===== config.mk =====
export PLATFORM = sky130hd
export DESIGN_NAME = split_load_dac_if
export DESIGN_NICKNAME = d
export VERILOG_FILES = /design/src/rtl/dac_if_pkg.sv /design/src/rtl/dac_if_sync.sv /design/src/rtl/dac_if_capture.sv /design/src/rtl/split_load_dac_if.sv
export SDC_FILE = /design/constraint.sdc
export NUM_CORES = 1
export LEC_CHECK = 0
export BUFFER_PORTS_ARGS = -buffer_cell sky130_fd_sc_hd__buf_2
export CORE_MARGIN = 10
export CORE_UTILIZATION = 55
export DETAILED_ROUTE_END_ITERATION = 8
export PLACE_DENSITY = 0.77
export SYNTH_ARGS = -nofsm -noshare
export SYNTH_HDL_FRONTEND = slang
export SYNTH_SLANG_ARGS = --single-unit

===== constraint.sdc =====
create_clock -name clk -period 1.7 [get_ports clk]
set_input_delay 0.085 -clock clk [delete_from_list [all_inputs] [get_ports clk]]
set_output_delay 0.085 -clock clk [all_outputs]
set_load 0.1 [all_outputs]

===== src/rtl/dac_if_pkg.sv =====
package dac_if_pkg;

    localparam int unsigned BUS_W_DEF       = 8;
    localparam int unsigned WORD_W_DEF      = 12;
    localparam int unsigned SYNC_STAGES_DEF = 2;

    // which partial writes end in a given clock
    typedef enum logic [1:0] {
        PART_NONE = 2'b00,
        PART_LO   = 2'b01,
        PART_HI   = 2'b10,
        PART_BOTH = 2'b11
    } part_e;

    typedef struct packed {
        logic wr_n;
        logic sel_lo_n;
        logic sel_hi_n;
        logic load_n;
    } ctrl_t;

    localparam ctrl_t CTRL_IDLE = '{wr_n: 1'b1, sel_lo_n: 1'b1, sel_hi_n: 1'b1, load_n: 1'b1};

endpackage


===== src/rtl/dac_if_sync.sv =====
module dac_if_sync #(
    parameter int unsigned W       = 4,
    parameter int unsigned STAGES  = 2,
    parameter logic [W-1:0] RST_VAL = '0
) (
    input  logic         clk,
    input  logic         rst_n,
    input  logic [W-1:0] async_i,
    output logic [W-1:0] sync_o
);

    logic [W-1:0] stage_d [STAGES];
    logic [W-1:0] stage_q [STAGES];

    for (genvar g = 0; g < STAGES; g++) begin : g_stage
        if (g == 0) begin : g_first
            always_comb stage_d[g] = async_i;
        end else begin : g_next
            always_comb stage_d[g] = stage_q[g-1];
        end

        always_ff @(posedge clk or negedge rst_n) begin
            if (!rst_n) stage_q[g] <= RST_VAL;
            else        stage_q[g] <= stage_d[g];
        end
    end

    assign sync_o = stage_q[STAGES-1];

endmodule


===== src/rtl/dac_if_capture.sv =====
module dac_if_capture
    import dac_if_pkg::*;
#(
    parameter int unsigned BUS_W  = BUS_W_DEF,
    parameter int unsigned WORD_W = WORD_W_DEF
) (
    input  logic              clk,
    input  logic              rst_n,
    input  logic              wr_n,
    input  logic              sel_lo_n,
    input  logic              sel_hi_n,
    input  logic [BUS_W-1:0]  data,
    output logic [WORD_W-1:0] word_o,
    output logic              lo_cap_o,
    output logic              hi_cap_o
);

    localparam int unsigned HI_W = WORD_W - BUS_W;

    typedef struct packed {
        logic              lo_act;
        logic              hi_act;
        logic [BUS_W-1:0]  hold;
        logic [WORD_W-1:0] word;
    } cap_state_t;

    cap_state_t st_d, st_q;
    logic       lo_now, hi_now;
    part_e      ended;

    always_comb begin
        lo_now = !wr_n && !sel_lo_n;
        hi_now = !wr_n && !sel_hi_n;
        ended  = part_e'({st_q.hi_act && !hi_now, st_q.lo_act && !lo_now});

        st_d        = st_q;
        st_d.lo_act = lo_now;
        st_d.hi_act = hi_now;
        st_d.hold   = data;

        if (ended == PART_LO || ended == PART_BOTH)
            st_d.word[BUS_W-1:0] = st_q.hold;
        if (ended == PART_HI || ended == PART_BOTH)
            st_d.word[WORD_W-1:BUS_W] = st_q.hold[HI_W-1:0];
    end

    always_ff @(posedge clk or negedge rst_n) begin
        if (!rst_n) st_q <= '0;
        else        st_q <= st_d;
    end

    assign word_o   = st_q.word;
    assign lo_cap_o = (ended == PART_LO) || (ended == PART_BOTH);
    assign hi_cap_o = (ended == PART_HI) || (ended == PART_BOTH);

    // low byte of the staging word moves only when a low-byte write ends
    assert_lo_hold_R2: assert property (@(posedge clk) disable iff (!rst_n)
        !lo_cap_o |=> $stable(word_o[BUS_W-1:0]));

    // nibble of the staging word moves only when a nibble write ends
    assert_hi_hold_R3: assert property (@(posedge clk) disable iff (!rst_n)
        !hi_cap_o |=> $stable(word_o[WORD_W-1:BUS_W]));

endmodule


===== src/rtl/split_load_dac_if.sv =====
module split_load_dac_if
    import dac_if_pkg::*;
#(
    parameter int unsigned BUS_W       = BUS_W_DEF,
    parameter int unsigned WORD_W      = WORD_W_DEF,
    parameter int unsigned SYNC_STAGES = SYNC_STAGES_DEF
) (
    input  logic              clk,
    input  logic              rst_n,
    input  logic [BUS_W-1:0]  host_data_i,
    input  logic              sel_lo_n_i,
    input  logic              sel_hi_n_i,
    input  logic              wr_n_i,
    input  logic              load_n_i,
    output logic [WORD_W-1:0] dac_code_o,
    output logic              word_full_o
);

    localparam int unsigned CTRL_W = $bits(ctrl_t);

    typedef struct packed {
        logic              load_prev;
        logic [WORD_W-1:0] dac;
        logic              lo_done;
        logic              hi_done;
    } top_state_t;

    ctrl_t             ctrl_raw, ctrl_s;
    logic [CTRL_W-1:0] ctrl_s_vec;
    logic [BUS_W-1:0]  data_s;
    logic [WORD_W-1:0] staged;
    logic              lo_cap, hi_cap, xfer;
    top_state_t        st_d, st_q;

    assign ctrl_raw = '{wr_n: wr_n_i, sel_lo_n: sel_lo_n_i, sel_hi_n: sel_hi_n_i, load_n: load_n_i};

    dac_if_sync #(.W(CTRL_W), .STAGES(SYNC_STAGES), .RST_VAL(CTRL_IDLE)) u_ctrl_sync (
        .clk     (clk),
        .rst_n   (rst_n),
        .async_i (ctrl_raw),
        .sync_o  (ctrl_s_vec)
    );
    assign ctrl_s = ctrl_t'(ctrl_s_vec);

    dac_if_sync #(.W(BUS_W), .STAGES(SYNC_STAGES), .RST_VAL('0)) u_data_sync (
        .clk     (clk),
        .rst_n   (rst_n),
        .async_i (host_data_i),
        .sync_o  (data_s)
    );

    dac_if_capture #(.BUS_W(BUS_W), .WORD_W(WORD_W)) u_capture (
        .clk      (clk),
        .rst_n    (rst_n),
        .wr_n     (ctrl_s.wr_n),
        .sel_lo_n (ctrl_s.sel_lo_n),
        .sel_hi_n (ctrl_s.sel_hi_n),
        .data     (data_s),
        .word_o   (staged),
        .lo_cap_o (lo_cap),
        .hi_cap_o (hi_cap)
    );

    always_comb begin
        xfer           = ctrl_s.load_n && !st_q.load_prev;
        st_d           = st_q;
        st_d.load_prev = ctrl_s.load_n;
        if (xfer) begin
            st_d.dac     = staged;
            st_d.lo_done = 1'b0;
            st_d.hi_done = 1'b0;
        end
        if (lo_cap) st_d.lo_done = 1'b1;
        if (hi_cap) st_d.hi_done = 1'b1;
    end

    always_ff @(posedge clk or negedge rst_n) begin
        if (!rst_n) st_q <= '{load_prev: 1'b1, dac: '0, lo_done: 1'b0, hi_done: 1'b0};
        else        st_q <= st_d;
    end

    assign dac_code_o  = st_q.dac;
    assign word_full_o = st_q.lo_done && st_q.hi_done;

    // output code holds unless a load edge was detected
    assert_dac_hold_R6: assert property (@(posedge clk) disable iff (!rst_n)
        !xfer |=> $stable(dac_code_o));

    // a transfer with no capture in the same clock leaves the status low
    assert_full_clear_R7: assert property (@(posedge clk) disable iff (!rst_n)
        (xfer && !lo_cap && !hi_cap) |=> !word_full_o);

    // status can only rise in the clock after a partial write ends
    assert_full_rise_R7: assert property (@(posedge clk) disable iff (!rst_n)
        $rose(word_full_o) |-> $past(lo_cap || hi_cap));

endmodule


==> impl_results.md <==
- Synth Warn #: 0
- Final ANT Viol Nets: 0
- Clock share of power: 29.6%
- DRC: 0
- Total power: 3.82 mW
- Placer Congestion: 0.674
- Power Internal: 2.51 mW
- CTS tree: built
- CP endpoint kind: register
- Worst hold path class: input pin to asynchronous set/reset pin
- Slew Viols, Final: 0
- Placed Cells: 168
- Psw: 1.31 mW
- Final hold vios: 0
- CORE AREA: 3440 µm²
- Max Cap Viol: 0
- Via count: 922
- Worst-path maximum fanout: 14
- PostCTS Resize Cnt: 0
- Die Y: 80.6 µm
- Die Wd: 80.6 µm
- Clk slew on worst S/H paths: 0.06 ns
- Critical Path Start: u_ctrl_sync.sync_o[0]
- Slowest CP cell: dfstp_2
- H-tree depth: 3
- Syn Area/Cell: 18.5 µm²
- Cell variety after synth: 12
- Combinational share of power: 25.2%
- Fill cell count: 219
- Switching part of the total: 34.2%
- Maximum clock frequency: 674 MHz
- Post-Syn Area: 2020 µm²
- TritonCTS Buffers: 9
- Crit path max-delay family: flip-flops
- DRT Wirelength: 2960 µm
- Cells after synthesis: 109
- Peak VDD IR: 0.901 mV
- Crit-path cells: nor2b_4 -> mux2_2
- Reg-to-Reg Start: u_ctrl_sync.sync_o[0]
- # setup viols final: 0
- FF+latch count, synth: 61
- Worst-Margin Slew: 0.499 ns
- Initial DRC count: 31
- Worst Path Required: 1.90 ns
- Setup TNS: 0 ns
- I/O pin total: 27
- Global-route usage over all layers: 10.3%
- WP data arrival: 1.69 ns
- Nets: 160
- Detailed placement HPWL: 2000 µm
- Syn_nets: 123
- Buffers & Inverters on Critical Path: 0
- # rows: 21
- Initial core utilization: 58.6%
- CP startpoint kind: register
- Final period util: 87.3%
- DR vias/cell: 4.68
- Static Leak: 1.13 nW
- CP peak stage delay: 0.53 ns
- Largest net degree at the start of global routing: 41
- Diode count: 0
- Clk Latency, worst-skew pair: 0.32 ns
- Final core occ: 70.4%
- Slew headroom: 66.7%
- Worst Clk Skew: 0.0100 ns
- Clk sink count: 61
- Hold Worst Slack: 0.263 ns
- Outcome: finished, final reports clean
- Critical path class: register to register
- First-pass GRT wire length: 4860 µm
- Pwr dens: 1580 nW/µm²
- Antenna violations before repair: 0
- Die area: 6490 µm²
- PortBufs: 26
- DRT Pass-1 Iters: 4
- Average wire per standard cell: 15.0 µm
- P&R area growth vs syn: 20.1%
- Sequential-to-total area share from yosys stat: 76.2%
- RSZ-0062 raised after global routing: no
- Cells on worst reg2reg path: 2
- Vias in the first global route: 1,049
- Fin crit period: 1.48 ns
- Clk buf depth: 2
- Flop pwr share: 45.3%
- Root Buffer: clkbuf_8
- Post-Layout Cell Count: 197
- GRT overflow: 0
- R2r endpoint: dac_code_o[1]
- Reg2reg setup slack: 0.22 ns
- Share of cells above drive strength 1: 50.3%
-- power groups by stage --
stage	Combinational, mW	Clock [mW]	Sequential (mW)
global placement	0.930	0	1.74
CTS	0.973	1.16	1.73
finish	0.962	1.13	1.73
detailed placement	0.947	0	1.76
floorplan	0.910	0	1.72
global route	0.995	1.23	1.75
-- what timing repair did --
| item | 4_1_cts | 5_1_grt |
|---|---|---|
| setup buffers | 0 | 0 |
| hold buffers | 13 | 0 |
| endpoints found under the hold margin | 33 | 0 |
-- final cells by class --
type / instances / area, µm² / share of cell area, %
flip-flops and latches: 61 / 1540 / 63.4
multi-input cells: 32 / 360 / 14.9
repair buffers: 40 / 280 / 11.6
clock buffers: 15 / 176 / 7.28
well taps: 46 / 57.6 / 2.37
inverters: 2 / 7.51 / 0.310
clock inverters: 1 / 5.00 / 0.206
-- layout by cell type (no fill, tap or decap) --
master / count
buf_2: 26
nor2_1: 3
mux2_4: 8
clkinv_2: 1
clkbuf_1: 3
dlygate4sd3_1: 13
o21ai_0: 2
mux2_2: 16
o21ai_2: 1
buf_12: 1
o21ai_4: 1
inv_1: 2
clkbuf_8: 12
nor2b_4: 1
dfrtp_1: 52
dfstp_2: 9
-- through the flow --
stage	setup slack (ns)	instance area (µm²)
2_1_floorplan	0.0152	2020
3_3_place_gp	0.286	2110
3_5_place_dp	0.230	2110
4_1_cts	0.217	2420
5_1_grt	0.176	2420
6_report	0.216	2420
-- routing by layer --
layer	GRT usage, %	up-vias	wire [µm]
li1	-	419	-
met1	10.5	471	1210
met2	15.8	28	1480
met3	5.90	4	213
met4	6.34	0	51
met5	0	-	0
-- synth_stat cells --
master | number | area (µm²)
mux2_4 | 8 | 120
nor2_1 | 3 | 11.3
o21ai_4 | 1 | 16.3
nor2b_4 | 1 | 13.8
mux2_2 | 16 | 180
o21ai_2 | 1 | 8.76
dfstp_2 | 9 | 236
buf_6 | 2 | 22.5
inv_1 | 2 | 7.51
o21ai_0 | 2 | 10.0
buf_4 | 12 | 90.1
dfrtp_1 | 52 | 1300
-- state kept, by name, summed over array words and instances, names as in the netlist --
register,count
u_ctrl_sync.stage_d,4
u_data_sync.sync_o,8
u_ctrl_sync.sync_o,4
st_q,3
u_data_sync.stage_d,8
u_capture.st_q,10
u_capture.word_o,12
dac_code_o,12
-- kinds of logic after synthesis --
group / count (synthesis) / synth area share (%)
flip-flops: 61 / 76.2
multiplexers: 24 / 14.9
buffers and inverters: 16 / 5.95
AO/OA/AOI/OAI: 4 / 1.74
AND/OR/NAND/NOR: 4 / 1.24
-- worst max-delay path by stage --
stage | cells after the start | end | slack, ns
finish | 2 | dac_code_o[1] | 0.22
global route | 2 | dac_code_o[1] | 0.18
CTS | 2 | dac_code_o[0] | 0.22
detailed placement | 2 | dac_code_o[0] | 0.23
global placement | 2 | dac_code_o[2] | 0.29
floorplan | 2 | word_full_o | 0.02
Note: power is estimated with default switching activity, not from simulation.
